### config.mk
export PLATFORM = sky130hd
export DESIGN_NAME = tick_timer
export DESIGN_NICKNAME = d
export VERILOG_FILES = /design/src/rtl/tt_pkg.sv /design/src/rtl/tt_divider.sv /design/src/rtl/tt_irq_unit.sv /design/src/rtl/tt_regfile.sv /design/src/rtl/tick_timer.sv
export SDC_FILE = /design/constraint.sdc
export NUM_CORES = 1
export LEC_CHECK = 0
export ABC_AREA = 1
export ABC_CLOCK_PERIOD_IN_PS = 2200
export CAP_MARGIN = 20
export CORE_ASPECT_RATIO = 0.8
export CORE_MARGIN = 2
export CORE_UTILIZATION = 59
export CTS_CLUSTER_SIZE = 14
export DETAILED_ROUTE_END_ITERATION = 7
export GPL_TIMING_DRIVEN = 0
export PLACE_DENSITY = 0.94
export SYNTH_ARGS = -nofsm -noshare
export SYNTH_HDL_FRONTEND = slang
export SYNTH_HIERARCHICAL = 1
export SYNTH_SLANG_ARGS = --single-unit
### constraint.sdc
create_clock -name clk -period 2.2 [get_ports clk]
set_input_delay 0.33 -clock clk [delete_from_list [all_inputs] [get_ports clk]]
set_output_delay 0.33 -clock clk [all_outputs]
set_load 0.005 [all_outputs]
### src/rtl/tt_pkg.sv
package tt_pkg;
  localparam int ADDR_W = 3;
  localparam int DATA_W = 4;

  localparam logic [ADDR_W-1:0] A_TAP_LO = 3'd0;
  localparam logic [ADDR_W-1:0] A_TAP_HI = 3'd1;
  localparam logic [ADDR_W-1:0] A_CTRL   = 3'd2;
  localparam logic [ADDR_W-1:0] A_MASK   = 3'd3;
  localparam logic [ADDR_W-1:0] A_FLAG   = 3'd4;

  localparam int CTRL_RUN_BIT = 0;
  localparam int CTRL_CLR_BIT = 1;
endpackage

### src/rtl/tt_divider.sv
module tt_divider #(
  parameter int CNT_W = 15,
  parameter int TAP_N = 8
) (
  input  logic             clk,
  input  logic             rst_n,
  input  logic             tick,
  input  logic             run,
  input  logic             clr,
  output logic [CNT_W-1:0] cnt,
  output logic [TAP_N-1:0] taps,
  output logic [TAP_N-1:0] falls,
  output logic             step
);
  localparam int TAP_LO = CNT_W - TAP_N;

  function automatic logic [TAP_N-1:0] tap_slice(input logic [CNT_W-1:0] c);
    return c[CNT_W-1:TAP_LO];
  endfunction

  function automatic logic [TAP_N-1:0] fall_bits(input logic [CNT_W-1:0] cur,
                                                input logic [CNT_W-1:0] nxt);
    return tap_slice(cur) & ~tap_slice(nxt);
  endfunction

  logic [CNT_W-1:0] cnt_nxt;

  assign step    = tick & run & ~clr;
  assign cnt_nxt = cnt + 1'b1;
  assign taps    = tap_slice(cnt);
  assign falls   = step ? fall_bits(cnt, cnt_nxt) : '0;

  always_ff @(posedge clk) begin
    if (!rst_n)      cnt <= '0;
    else if (clr)    cnt <= '0;
    else if (step)   cnt <= cnt_nxt;
  end

  AST_CLR_ZERO: assert property (@(posedge clk) disable iff (!rst_n)
    clr |=> (cnt == '0));
  AST_STOP_HOLD: assert property (@(posedge clk) disable iff (!rst_n)
    (!run && !clr) |=> $stable(cnt));
  AST_STOP_NO_FALL: assert property (@(posedge clk) disable iff (!rst_n)
    !run |-> (falls == '0));
endmodule

### src/rtl/tt_irq_unit.sv
module tt_irq_unit #(
  parameter int SRC_N = 3
) (
  input  logic             clk,
  input  logic             rst_n,
  input  logic [SRC_N-1:0] ev,
  input  logic [SRC_N-1:0] mask,
  input  logic             rd_clr,
  output logic [SRC_N-1:0] flags,
  output logic             irq
);
  for (genvar i = 0; i < SRC_N; i++) begin : g_src
    always_ff @(posedge clk) begin
      if (!rst_n)      flags[i] <= 1'b0;
      else if (ev[i])  flags[i] <= 1'b1;
      else if (rd_clr) flags[i] <= 1'b0;
    end

    AST_FLAG_SET: assert property (@(posedge clk) disable iff (!rst_n)
      ev[i] |=> flags[i]);
    AST_FLAG_CLR: assert property (@(posedge clk) disable iff (!rst_n)
      (rd_clr && !ev[i]) |=> !flags[i]);
    AST_FLAG_KEEP: assert property (@(posedge clk) disable iff (!rst_n)
      (!rd_clr && !ev[i]) |=> $stable(flags[i]));
  end

  assign irq = |(flags & mask);
endmodule

### src/rtl/tt_regfile.sv
module tt_regfile
  import tt_pkg::*;
#(
  parameter int TAP_N = 8,
  parameter int SRC_N = 3
) (
  input  logic              clk,
  input  logic              rst_n,
  input  logic [ADDR_W-1:0] addr,
  input  logic [DATA_W-1:0] wdata,
  input  logic              wr,
  input  logic              rd,
  input  logic [TAP_N-1:0]  taps,
  input  logic [SRC_N-1:0]  flags,
  output logic              run,
  output logic              clr,
  output logic [SRC_N-1:0]  mask,
  output logic              rd_flag,
  output logic [DATA_W-1:0] rdata
);
  logic wr_ctrl, wr_mask;

  assign wr_ctrl = wr && (addr == A_CTRL);
  assign wr_mask = wr && (addr == A_MASK);
  assign clr     = wr_ctrl && wdata[CTRL_CLR_BIT];
  assign rd_flag = rd && (addr == A_FLAG);

  always_ff @(posedge clk) begin
    if (!rst_n) begin
      run  <= 1'b0;
      mask <= '0;
    end else begin
      if (wr_ctrl) run  <= wdata[CTRL_RUN_BIT];
      if (wr_mask) mask <= wdata[SRC_N-1:0];
    end
  end

  always_comb begin
    rdata = '0;
    case (addr)
      A_TAP_LO: rdata = taps[DATA_W-1:0];
      A_TAP_HI: rdata = taps[2*DATA_W-1:DATA_W];
      A_CTRL:   rdata[CTRL_RUN_BIT] = run;
      A_MASK:   rdata[SRC_N-1:0] = mask;
      A_FLAG:   rdata[SRC_N-1:0] = flags;
      default:  rdata = '0;
    endcase
  end

  AST_UNUSED_ZERO: assert property (@(posedge clk) disable iff (!rst_n)
    (addr > A_FLAG) |-> (rdata == '0));
  AST_RUN_WRITE: assert property (@(posedge clk) disable iff (!rst_n)
    wr_ctrl |=> (run == $past(wdata[CTRL_RUN_BIT])));
  AST_MASK_KEEP: assert property (@(posedge clk) disable iff (!rst_n)
    !wr_mask |=> $stable(mask));
endmodule

### src/rtl/tick_timer.sv
module tick_timer
  import tt_pkg::*;
#(
  parameter int CNT_W      = 15,
  parameter int TAP_N      = 8,
  parameter int SRC_N      = 3,
  parameter int SRC_TAP0   = 2,
  parameter int SRC_STRIDE = 2
) (
  input  logic        clk,
  input  logic        rst_n,
  input  logic        osc_tick,
  input  logic [2:0]  bus_addr,
  input  logic [3:0]  bus_wdata,
  input  logic        bus_wr,
  input  logic        bus_rd,
  output logic [3:0]  bus_rdata,
  output logic        irq
);
  logic [CNT_W-1:0] cnt;
  logic [TAP_N-1:0] taps, falls;
  logic [SRC_N-1:0] ev, mask, flags;
  logic             step, run, clr, rd_flag;

  tt_divider #(.CNT_W(CNT_W), .TAP_N(TAP_N)) u_div (
    .clk(clk), .rst_n(rst_n), .tick(osc_tick), .run(run), .clr(clr),
    .cnt(cnt), .taps(taps), .falls(falls), .step(step)
  );

  for (genvar i = 0; i < SRC_N; i++) begin : g_ev
    assign ev[i] = falls[SRC_TAP0 + SRC_STRIDE*i];
  end

  tt_irq_unit #(.SRC_N(SRC_N)) u_irq (
    .clk(clk), .rst_n(rst_n), .ev(ev), .mask(mask), .rd_clr(rd_flag),
    .flags(flags), .irq(irq)
  );

  tt_regfile #(.TAP_N(TAP_N), .SRC_N(SRC_N)) u_regs (
    .clk(clk), .rst_n(rst_n), .addr(bus_addr), .wdata(bus_wdata),
    .wr(bus_wr), .rd(bus_rd), .taps(taps), .flags(flags),
    .run(run), .clr(clr), .mask(mask), .rd_flag(rd_flag), .rdata(bus_rdata)
  );

  AST_IRQ_MASKED: assert property (@(posedge clk) disable iff (!rst_n)
    (mask == '0) |-> !irq);
  AST_STEP_NEEDS_TICK: assert property (@(posedge clk) disable iff (!rst_n)
    step |-> (osc_tick && run));
endmodule

# After elaboration in Yosys (flattened, before gate mapping)
# Cells that the tools add are included.
# Widths: inputs -> output; s select.
# word_totals
out_inout_bits	5
regBits	22
in_bits	12
# classes
eq_ne	4
n_addsub	1
n_mux	8
n_bitwise	7
n_reduce_logical	10
# ops
operator	count
$add 15x1->15 const B	1
$pmux 2 s4	1
$and 7x7->7	1
$mux 7	1
$not 7->7	1
$eq 3x2->1 const B	2
$reduce_bool 2->1	3
$pmux 1 s5	1
$logic_and 1x1->1	4
$mux 1	4
$and 3x3->3	1
$eq 3x1->1 const B	1
$eq 3x3->1 const B	1
$logic_not 3->1	1
$reduce_or 3->1	1
$and 1x1->1	2
$not 1->1	2
$pmux 1 s2	1
$reduce_or 2->1	1

# Longest topological paths before layout
# Gate-level depths: netlist of run 1.
# logic_depth
word_depth	7
depth_mapped	10
mapped_depth_nobuf	10

# By module
# Netlist of run 1, hierarchy kept.
# by_module_without_submodules
mod	instances	area_each_um2	cells_each
tt_divider	1	939.7	136
tt_regfile	1	369.1	66
tt_irq_unit	1	121.4	18

# Least setup slack after synthesis of run 1
# No wires, ideal clock.
# synth_timing
path_type	input to register
from	input bus_addr[0]
to	register u_irq.flags[0]
slack_ns	0.657
t_arrival_ns	1.427
path_stages	10
path_buffers	2
required_ns	2.084
path_cell_list	buf_6 inv_1 nand3_1 nor3_1 inv_1 nand3_2 buf_2 nor2_1 inv_1 a21oi_1
# synth_between
elab_chain_cells	7
# synth_rtl
element	line_no	text
start, declared	tick_timer.sv:13	input logic [2:0] bus_addr,
$eq 3x2->1 (*)	tt_regfile.sv:23	assign wr_ctrl = wr && (addr == A_CTRL);
$logic_and 1x1->1 (*)	tt_regfile.sv:23	
$logic_and 1x1->1 (*)	tt_regfile.sv:25	assign clr = wr_ctrl && wdata[CTRL_CLR_BIT];
via clr	tick_timer.sv:23	logic step, run, clr, rd_flag;
$not 1->1 (*)	tt_divider.sv:28	assign step = tick & run & ~clr;
$and 1x1->1 (*)	tt_divider.sv:28	
$mux 7 (*)	tt_divider.sv:31	assign falls = step ? fall_bits(cnt, cnt_nxt) : '0;
via falls[2]	tick_timer.sv:21	logic [TAP_N-1:0] taps, falls;
$mux 1 or $reduce_bool 2->1 (tied branches)	n/a	
end signal, assigned by index	tt_irq_unit.sv:14	if (!rst_n) flags[i] <= 1'b0;
end signal, assigned by index	tt_irq_unit.sv:15	else if (ev[i]) flags[i] <= 1'b1;
end signal, assigned by index	tt_irq_unit.sv:16	else if (rd_clr) flags[i] <= 1'b0;
end, declared	tt_irq_unit.sv:9	output logic [SRC_N-1:0] flags,
# The timed path passes the listed nets; every way through them passes the cells marked *.
# A chain may end at the register's enable or synchronous reset.

# Final worst setup path of run 1
# layout_timing
from	input bus_addr[2]
to	output bus_rdata[0]
# layout_between
elab_chain_cells	2
# layout_rtl
element	line_no	text
$eq 3x3->1 (tied with other cells)	tt_regfile.sv:40	case (addr)
$pmux 1 s5 (*)	tt_regfile.sv:40	
end, declared	tick_timer.sv:17	output logic [3:0] bus_rdata,
# Every way passes the cells marked *; elsewhere a longest branch is shown, timed or not.

==> out/qor.txt, run 1 <==
status: complete, no violations
crit end category: output port
Vias/cell: 5.17
antenna violations before repair: 0
CP bufs+invs: 3
fin nets: 251
min cycle time layout: 2000 ps
total grt overflow: 0
Seq pwr share: 0.575
Critical Path AT: 1670 ps
Slowest-stage cell, CP: clkdlybuf4s50_1
Layout fillers: 172
Vias: 1314
critical path class: in -> out
worst path required time: 1870 ps
drt total wl: 2750 um
Core Footprint: 2200 um2
cells after synthesis: 210
number of global-route vias before repair: 1114
Pwr per Cell Area: 445 nW/um2
Int Pwr: 545 uW
Fin. Hold Viols: 0
clock slew at reported path FFs: 110 ps
Fin Hold WS: 420 ps
Worst Skew: 3.95 ps
Wirelength per Cell: 10.8 um
Max FO, Critical Path: 7
htree depth: 1
post-DP HPWL: 2080 um
number of diodes: 0
cts bufs inserted: 3
pin count of the biggest net entering global routing: 13
Net Sw Frac: 0.240
sw power: 172 uW
first-pass GRT wire length: 4640 um
CP most frequent cell: nor2_1
Leak: 0.732 nW
1st-iter DRT viols: 55
Worst-Margin Slew: 469 ps
io pins: 17
num rows: 15
Residual DRC: 0
Final Setup Violations: 0
Final period util: 0.911
port bufs: 14
Peak VDD IR: 0.331 mV
CP top delay family: buffers and inverters
max_slew headroom: 0.685
RSZ-0062 raised after global routing: no
clk sink count: 22
syn nets: 231
area of the multi-input gates: 748 um2
max incr delay on CP: 490 ps
Final ANT Viol Nets: 0
Hold Crit Class: in -> reg
die height: 47.5 um
sequential cell area: 440 um2
Mean Syn Cell Area: 6.63 um2
root buf cell: clkbuf_4
YS warnings: 6
Pre-Repair DR Iteration Count: 4
Peak Freq: 0.499 GHz
Clock power frac: 0.306
Worst-Skew Late Latency: 310 ps
CP cell instances: dlygate4sd2_1 > inv_2 > nand3_1 > nor2_1 > nor2_1 > nand2_1 > clkdlybuf4s50_1
max-cap viol count: 0
Comb pwr share: 0.118
CP Launch Type: primary input
Placer Congestion: 0.927
total power: 717 uW
mapped cell area: 1390 um2
die area: 2770 um2
Initial Util: 0.634
Slew Viols, Final: 0
gr usage total: 0.229
Max Root-Sink Buffers: 2
fraction of layout cells with a size suffix above 1: 0.131
die width: 58.3 um
synthesis-to-finish area growth: 15.8%
CTS tree: done
## what timing repair did
item | in CTS | in global routing
setup endpoints to repair | 4 | 0
setup buffers | 1 | 0
endpoints found under the hold margin | 0 | 0
hold buffers | 0 | 0
resized for setup | 4 | 0
## stage by stage
step / setup WS [ps] / area, um2 / instances / setup TNS (ps) / utilization
final: 196 / 1610 / 254 / 0 / 0.734
after global routing: 139 / 1610 / 254 / 0 / 0.734
after CTS: 227 / 1610 / 254 / 0 / 0.734
after detailed placement: -175 / 1560 / 249 / -2710 / 0.712
after global placement: -133 / 1560 / 249 / -1850 / 0.712
after floorplan: 664 / 1390 / 210 / 0 / -
## tightest hold or removal path, delay by kind of cell
| kind | cells | cell delay [ps] |
|---|---|---|
| and+or+nand+nor | 3 | 200 |
| buffers and inverters | 2 | 170 |
## registers in the layout, indices dropped and copies added, names as in the netlist
| register | count |
|---|---|
| u_regs/mask | 3 |
| u_regs/run | 1 |
| u_irq/flags | 3 |
| u_div/cnt | 15 |
## metal layers
layer / routed length, um / global-route usage / up-vias
li1: - / - / 692
met4: 59 / 0.121 / 0
met2: 1240 / 0.398 / 35
met1: 1310 / 0.277 / 581
met3: 143 / 0.0486 / 6
met5: 0 / 0 / -
## worst paths after layout
check	slack [ps]	to	depth (start not counted)	from
worst max-delay path	200	bus_rdata[0]	7	bus_addr[2]
worst min-delay path	420	u_regs/run	5	bus_addr[0]
worst min register to register	470	u_div/cnt[2]	2	u_div/cnt[2]
worst max register to register	530	u_div/cnt[14]	10	u_div/cnt[0]
## area by class of cell
type | instances | share of cell area
plain buffers | 12 | 0.0566
clock buffers | 4 | 0.0225
inverters | 32 | 0.0745
multi-input cells | 144 | 0.464
flip-flops and latches | 22 | 0.273
well taps | 25 | 0.0194
repair buffers | 15 | 0.0900
## power by group through the flow
stage                     Sequential (mW)  Combinational, mW  Clock, mW
after floorplan                     0.419             0.0492          0
after global placement              0.421             0.0807          0
after detailed placement            0.422             0.0824          0
after CTS                           0.412             0.0846      0.229
after global routing                0.414             0.0950      0.242
final                               0.413             0.0849      0.219
## placed cells by master (no fill, tap or decap)
| cell | n |
|---|---|
| nor3_1 | 2 |
| dlygate4sd2_1 | 2 |
| or2_0 | 1 |
| nand3b_1 | 1 |
| clkbuf_4 | 3 |
| dfxtp_1 | 22 |
| inv_2 | 2 |
| nand2_1 | 38 |
| and3_2 | 1 |
| nand4_1 | 8 |
| buf_4 | 11 |
| nor2_1 | 40 |
| nand2_2 | 4 |
| clkdlybuf4s50_1 | 12 |
| buf_2 | 1 |
| buf_6 | 1 |
| inv_1 | 30 |
| nand3_2 | 1 |
| clkbuf_8 | 1 |
| o21ai_0 | 10 |
| nand3_1 | 15 |
| nor2_4 | 5 |
| ha_1 | 9 |
| a21oi_1 | 9 |
Note: power is estimated with default switching activity, not from simulation.
==> run 2, diff against run 1 <==
==> constraint.sdc (replaced) <==
create_clock -name clk -period 2.2 [get_ports clk]
set_input_delay 0.33 -clock clk [delete_from_list [all_inputs] [get_ports clk]]
set_output_delay 0.33 -clock clk [all_outputs]
set_load 0.1 [all_outputs]
==> run 2 against run 1 <==
Sequential power about the same. Critical endpoint unchanged. Worst hold slack worse by 7.6 ps. Final cell count down 0.39%. Critical path type unchanged. Die area unchanged. Via count down 1.2%.
==> out/qor.txt, run 2 (same netlist as run 1, synthesis figures left out) <==
Pre-Repair DR Iteration Count: 4 (unchanged)
clock slew at reported path FFs: 110 ps (about the same)
gr usage total: 0.227 (-0.00238)
worst setup margin: 76.2 ps (-120 ps)
max-cap viol count: 0 (unchanged)
CTS tree: done
Placer Congestion: 0.927 (unchanged)
grt met2 use: 0.391 (-0.00674)
status: complete, no violations
GR Layer Usage met1: 0.275 (-0.00168)
Slew Viols, Final: 0 (unchanged)
synthesis-to-finish area growth: 14.6%
min cycle time layout: 2120 ps (+120 ps)
antenna violations before repair: 0 (unchanged)
Fin Hold WS: 413 ps (-7.64 ps)
pin count of the biggest net entering global routing: 13 (unchanged)
root buf cell: clkbuf_4
post-DP HPWL: 2080 um (unchanged)
Initial Util: 0.634 (unchanged)
Final Setup Violations: 0 (unchanged)
cts bufs inserted: 3 (unchanged)
Vias: 1298 (-1.2%)
Clock power frac: 0.303 (-0.003)
Worst Skew: 2.87 ps (-1.08 ps)
biggest regs: u_div/cnt: 15 flops, u_irq/flags: 3 flops, u_regs/mask: 3 flops
number of diodes: 0 (unchanged)
number of global-route vias before repair: 1097 (-1.5%)
Wirelength per Cell: 10.9 um (+0.36%)
critical path class: in -> out
Final period util: 0.965 (+0.0545)
CTS Hold Bufs: 0 (unchanged)
Peak Freq: 0.471 GHz (-5.6%)
die width: 58.3 um (unchanged)
Comb pwr share: 0.127 (+0.009)
io pins: 17 (unchanged)
Largest register FFs: 15 (unchanged)
Max Root-Sink Buffers: 2 (unchanged)
fin nets: 250 (-0.40%)
Post-Place Setup Slack: -796 ps (-621 ps)
setup TNS: 0 ps (unchanged)
Vias/cell: 5.13 (-0.83%)
num rows: 15 (unchanged)
total grt overflow: 0 (unchanged)
setup bufs post-CTS: 0 (-1)
worst path required time: 1870 ps (about the same)
total power: 724 uW (+0.95%)
Peak VDD IR: 0.331 mV (about the same)
Critical Path AT: 1790 ps (+120 ps)
first-pass GRT wire length: 4590 um (-1.2%)
max_slew headroom: 0.370 (-0.315)
Core Footprint: 2200 um2 (unchanged)
htree depth: 1 (unchanged)
port bufs: 14 (unchanged)
drt total wl: 2750 um (about the same)
Leak: 0.738 nW (+0.86%)
Residual DRC: 0 (unchanged)
Most flops, register: u_div/cnt
Final ANT Viol Nets: 0 (unchanged)
fraction of layout cells with a size suffix above 1: 0.149 (+0.0181)
Global Route met3 Usage: 0.0486 (unchanged)
gr busiest metal: met2
Worst-Skew Late Latency: 310 ps (about the same)
commonest non-fill, non-tap cell in the layout: nor2_1
crit end category: output port
clk sink count: 22 (unchanged)
Worst-Margin Slew: 949 ps (+480 ps)
Post-Layout Inst Area: 1600 um2 (-1.0%)
Pwr per Cell Area: 453 nW/um2 (+2.0%)
RSZ-0062 raised after global routing: no
die height: 47.5 um (unchanged)
sw power: 179 uW (+4.1%)
placed inst area: 1560 um2 (unchanged)
1st-iter DRT viols: 82 (+49%)
Fin. Hold Viols: 0 (unchanged)
Seq pwr share: 0.570 (-0.005)
Net Sw Frac: 0.247 (+0.00758)
CP Launch Type: primary input
commonest non-fill, non-tap cells in the layout: nor2_1 (40), nand2_1 (38), inv_1 (30)
die area: 2770 um2 (unchanged)
Hold Crit Class: in -> reg
Max FO, Critical Path: 10 (+3)
Int Pwr: 545 uW (about the same)
run 2: repair_timing:
action | CTS | global route
endpoints found under the setup margin | 5 | 2
pin swaps | 0 | 0
hold endpoints to repair | 0 | 0
resized for setup | 25 | 2
run 2: worst paths after layout:
kind / start / end / slack, ps / cells after the start
setup / recovery: bus_addr[2] / bus_rdata[0] / 80 / 7
hold / removal: bus_addr[0] / u_regs/run / 410 / 5
setup reg to reg: u_div/cnt[0] / u_div/cnt[14] / 550 / 10
hold reg to reg: u_div/cnt[2] / u_div/cnt[2] / 470 / 2
run 2: through the flow:
stage | utilization | cells
global route | 0.727 | 253
global placement | 0.712 | 249
finish | 0.727 | 253
CTS | 0.724 | 253
floorplan | - | 210
detailed placement | 0.712 | 249
run 2: power by group through the flow:
stage | Combinational (mW) | Clock (mW) | Sequential [mW]
6_report | 0.0920 | 0.219 | 0.413
5_1_grt | 0.102 | 0.242 | 0.414
4_1_cts | 0.0905 | 0.229 | 0.412
3_5_place_dp | 0.0899 | 0 | 0.422
3_3_place_gp | 0.0882 | 0 | 0.421
2_1_floorplan | 0.0566 | 0 | 0.419
run 2: cell type report:
type / count / area, um2
fill: 177 / 599
clock buffer: 4 / 36.3
inverter: 32 / 123
buffer: 12 / 91.3
timing repair buffer: 14 / 126
multi-input combinational: 144 / 748
tap: 25 / 31.3
sequential: 22 / 440
run 2: worst max-delay path: stages:
cell             delay (ps)
clkdlybuf4s50_1         590
inv_4                   190
nand3_1                 150
nor2_1                  140
nor2_1                   60
nand2_1                  50
buf_4                   280
run 2: routing by layer:
metal	share of wire	up-vias
li1	-	688
met1	0.47	565
met2	0.45	41
met3	0.069	4
met4	0.016	0
met5	0	-
==> run 3, diff against run 2 <==
Settings changed: PLACE_DENSITY 0.94 to not set, PLACE_DENSITY_LB_ADDON set to 0.1, RECOVER_POWER set to 25.
==> run 3 against run 2 <==
Clock-buffer cell count stayed put. Global-route usage up 0.58 points. Utilization decreased by 0.46 points. Maximum frequency rose by 0.29%. Sequential power barely moved. Critical path depth stayed put.
==> out/qor.txt, run 3 (same netlist as run 1, synthesis figures left out) <==
sw power: 186 uW (+3.8%)
Seq pwr share: 0.565 (-0.005)
port bufs: 14 (unchanged)
Final period util: 0.963 (-0.00275)
first-pass GRT wire length: 4820 um (+5.0%)
Peak Freq: 0.472 GHz (+0.29%)
Comb pwr share: 0.126 (about the same)
Worst Skew: 1.91 ps (-0.962 ps)
commonest non-fill, non-tap cells in the layout: nor2_1 (40), nand2_1 (38), inv_1 (30)
Core Footprint: 2200 um2 (unchanged)
RSZ-0062 raised after global routing: no
grt met2 use: 0.413 (+0.0225)
Int Pwr: 545 uW (about the same)
hold depth: 5 (unchanged)
number of global-route vias before repair: 1139 (+3.8%)
Critical Path AT: 1790 ps (about the same)
antenna violations before repair: 0 (unchanged)
total grt overflow: 0 (unchanged)
Reg-to-Reg End: u_div/cnt[12]
Slew Viols, Final: 0 (unchanged)
min-delay src: bus_addr[0]
Fin Hold WS: 444 ps (+31.9 ps)
max_slew headroom: 0.369 (-0.00101)
max-cap viol count: 0 (unchanged)
CTS Hold Bufs: 0 (unchanged)
clock slew at reported path FFs: 120 ps (about the same)
io pins: 17 (unchanged)
Max FO, Critical Path: 10 (unchanged)
die width: 58.3 um (unchanged)
worst path required time: 1870 ps (about the same)
commonest non-fill, non-tap cell in the layout: nor2_1
Post-Layout Inst Area: 1590 um2 (-0.63%)
Final Setup Violations: 0 (unchanged)
r2r worst-path depth: 10 (unchanged)
root buf cell: clkbuf_4
die height: 47.5 um (unchanged)
CTS tree: done
die area: 2770 um2 (unchanged)
Leak: 0.737 nW (-0.21%)
Setup crit start: bus_addr[2]
CP top delay family: buffers and inverters
CP Launch Type: primary input
Net Sw Frac: 0.254 (+0.00695)
critical path class: in -> out
Reg2Reg Launch Point: u_div/cnt[0]
post-DP HPWL: 2260 um (+8.8%)
crit end category: output port
fraction of layout cells with a size suffix above 1: 0.140 (-0.00877)
Final ANT Viol Nets: 0 (unchanged)
Worst-Margin Slew: 951 ps (+1.52 ps)
CP most frequent cell: nor2_1
Residual DRC: 0 (unchanged)
Pwr per Cell Area: 460 nW/um2 (+1.6%)
Placer Congestion: 0.924 (-0.29%)
1st-iter DRT viols: 114 (+39%)
Worst-Skew Late Latency: 310 ps (about the same)
Hold Crit Class: in -> reg
CP cell instances: clkdlybuf4s50_1 > inv_4 > nand3_1 > nor2_1 > nor2_1 > nand2_1 > buf_4
number of diodes: 0 (unchanged)
synthesis-to-finish area growth: 13.9%
Vias: 1329 (+2.4%)
drt total wl: 2970 um (+8.1%)
biggest regs: u_div/cnt: 15 flops, u_irq/flags: 3 flops, u_regs/mask: 3 flops
GR Layer Usage met1: 0.291 (+0.0160)
Clock power frac: 0.308 (+0.005)
gr busiest metal: met2
max incr delay on CP: 600 ps (about the same)
reg2reg setup slack: 520 ps (-30 ps)
Initial Util: 0.634 (unchanged)
Largest register FFs: 15 (unchanged)
htree depth: 1 (unchanged)
pin count of the biggest net entering global routing: 13 (unchanged)
cts bufs inserted: 3 (unchanged)
Vias/cell: 5.25 (+2.4%)
Peak VDD IR: 0.416 mV (+26%)
Pre-Repair DR Iteration Count: 4 (unchanged)
Global Route met3 Usage: 0.0514 (+0.00270)
CP bufs+invs: 3 (unchanged)
status: complete, no violations
clk sink count: 22 (unchanged)
Fin. Hold Viols: 0 (unchanged)
num rows: 15 (unchanged)
Max Root-Sink Buffers: 2 (unchanged)
placed inst area: 1560 um2 (unchanged)
worst hold endpoint: u_regs/run
min cycle time layout: 2120 ps (-6.05 ps)
Most flops, register: u_div/cnt
fin nets: 250 (unchanged)
Wirelength per Cell: 11.8 um (+8.1%)
gr usage total: 0.233 (+0.00585)
Slowest-stage cell, CP: clkdlybuf4s50_1
## run 3: changes by cell type in the layout (fill, tap and decap cells not counted)
cell     previous run  this run
nor3_1              1         2
nand3_1            15        16
nand3_2             1         0
nor3_2              1         0
## run 3: worst register-to-register path: stages (launching register included)
cell     delay, ps
dfxtp_1        400
ha_1           180
nand2_1         70
inv_1          100
nand2_2        100
nor2_4         110
nand2_2         60
nor2_1         110
ha_1           250
o21ai_0        160
nor2_1          50
## run 3: cell type report
class / instances / area (um2)
Buffer: 12 / 91.3
Fill cell: 199 / 609
Timing Repair Buffer: 14 / 126
Multi-Input combinational cell: 144 / 738
Clock buffer: 4 / 36.3
Sequential cell: 22 / 440
Inverter: 32 / 123
Tap cell: 25 / 31.3
## run 3: worst max path at each step
stage,to,slack [ps],cells after the start
6_report,bus_rdata[0],80,7
5_1_grt,bus_rdata[0],3,7
4_1_cts,bus_rdata[0],110,7
3_5_place_dp,bus_rdata[0],-770,7
3_3_place_gp,bus_rdata[0],-730,7
2_1_floorplan,bus_rdata[1],260,4
## run 3: what timing repair did
item	CTS	global route
buffers inserted	0	0
setup endpoints to repair	5	2
gates cloned	0	0
resized for setup	25	1
## run 3: per-stage QoR
stage / setup TNS, ps / util / instances / worst slack (ps) / total power [mW]
after floorplan: 0 / - / 210 / 257 / 0.476
after global placement: -4110 / 0.712 / 249 / -732 / 0.509
after detailed placement: -4780 / 0.712 / 249 / -770 / 0.512
after CTS: 0 / 0.724 / 253 / 112 / 0.743
after global routing: 0 / 0.723 / 253 / 3.08 / 0.767
final: 0 / 0.723 / 253 / 82.2 / 0.730
## run 3: power groups by stage
stage / sequential [mW] / clock (mW) / combinational [mW]
6_report: 0.413 / 0.225 / 0.0923
4_1_cts: 0.413 / 0.239 / 0.0907
3_5_place_dp: 0.422 / 0 / 0.0903
5_1_grt: 0.414 / 0.251 / 0.102
3_3_place_gp: 0.421 / 0 / 0.0875
2_1_floorplan: 0.419 / 0 / 0.0566
## run 3: per-layer routing
metal | routed length, um | up-vias | share of wire
met3 | 169 | 7 | 0.057
li1 | - | 688 | -
met4 | 26 | 0 | 0.0087
met2 | 1390 | 42 | 0.47
met1 | 1390 | 592 | 0.47
met5 | 0 | - | 0
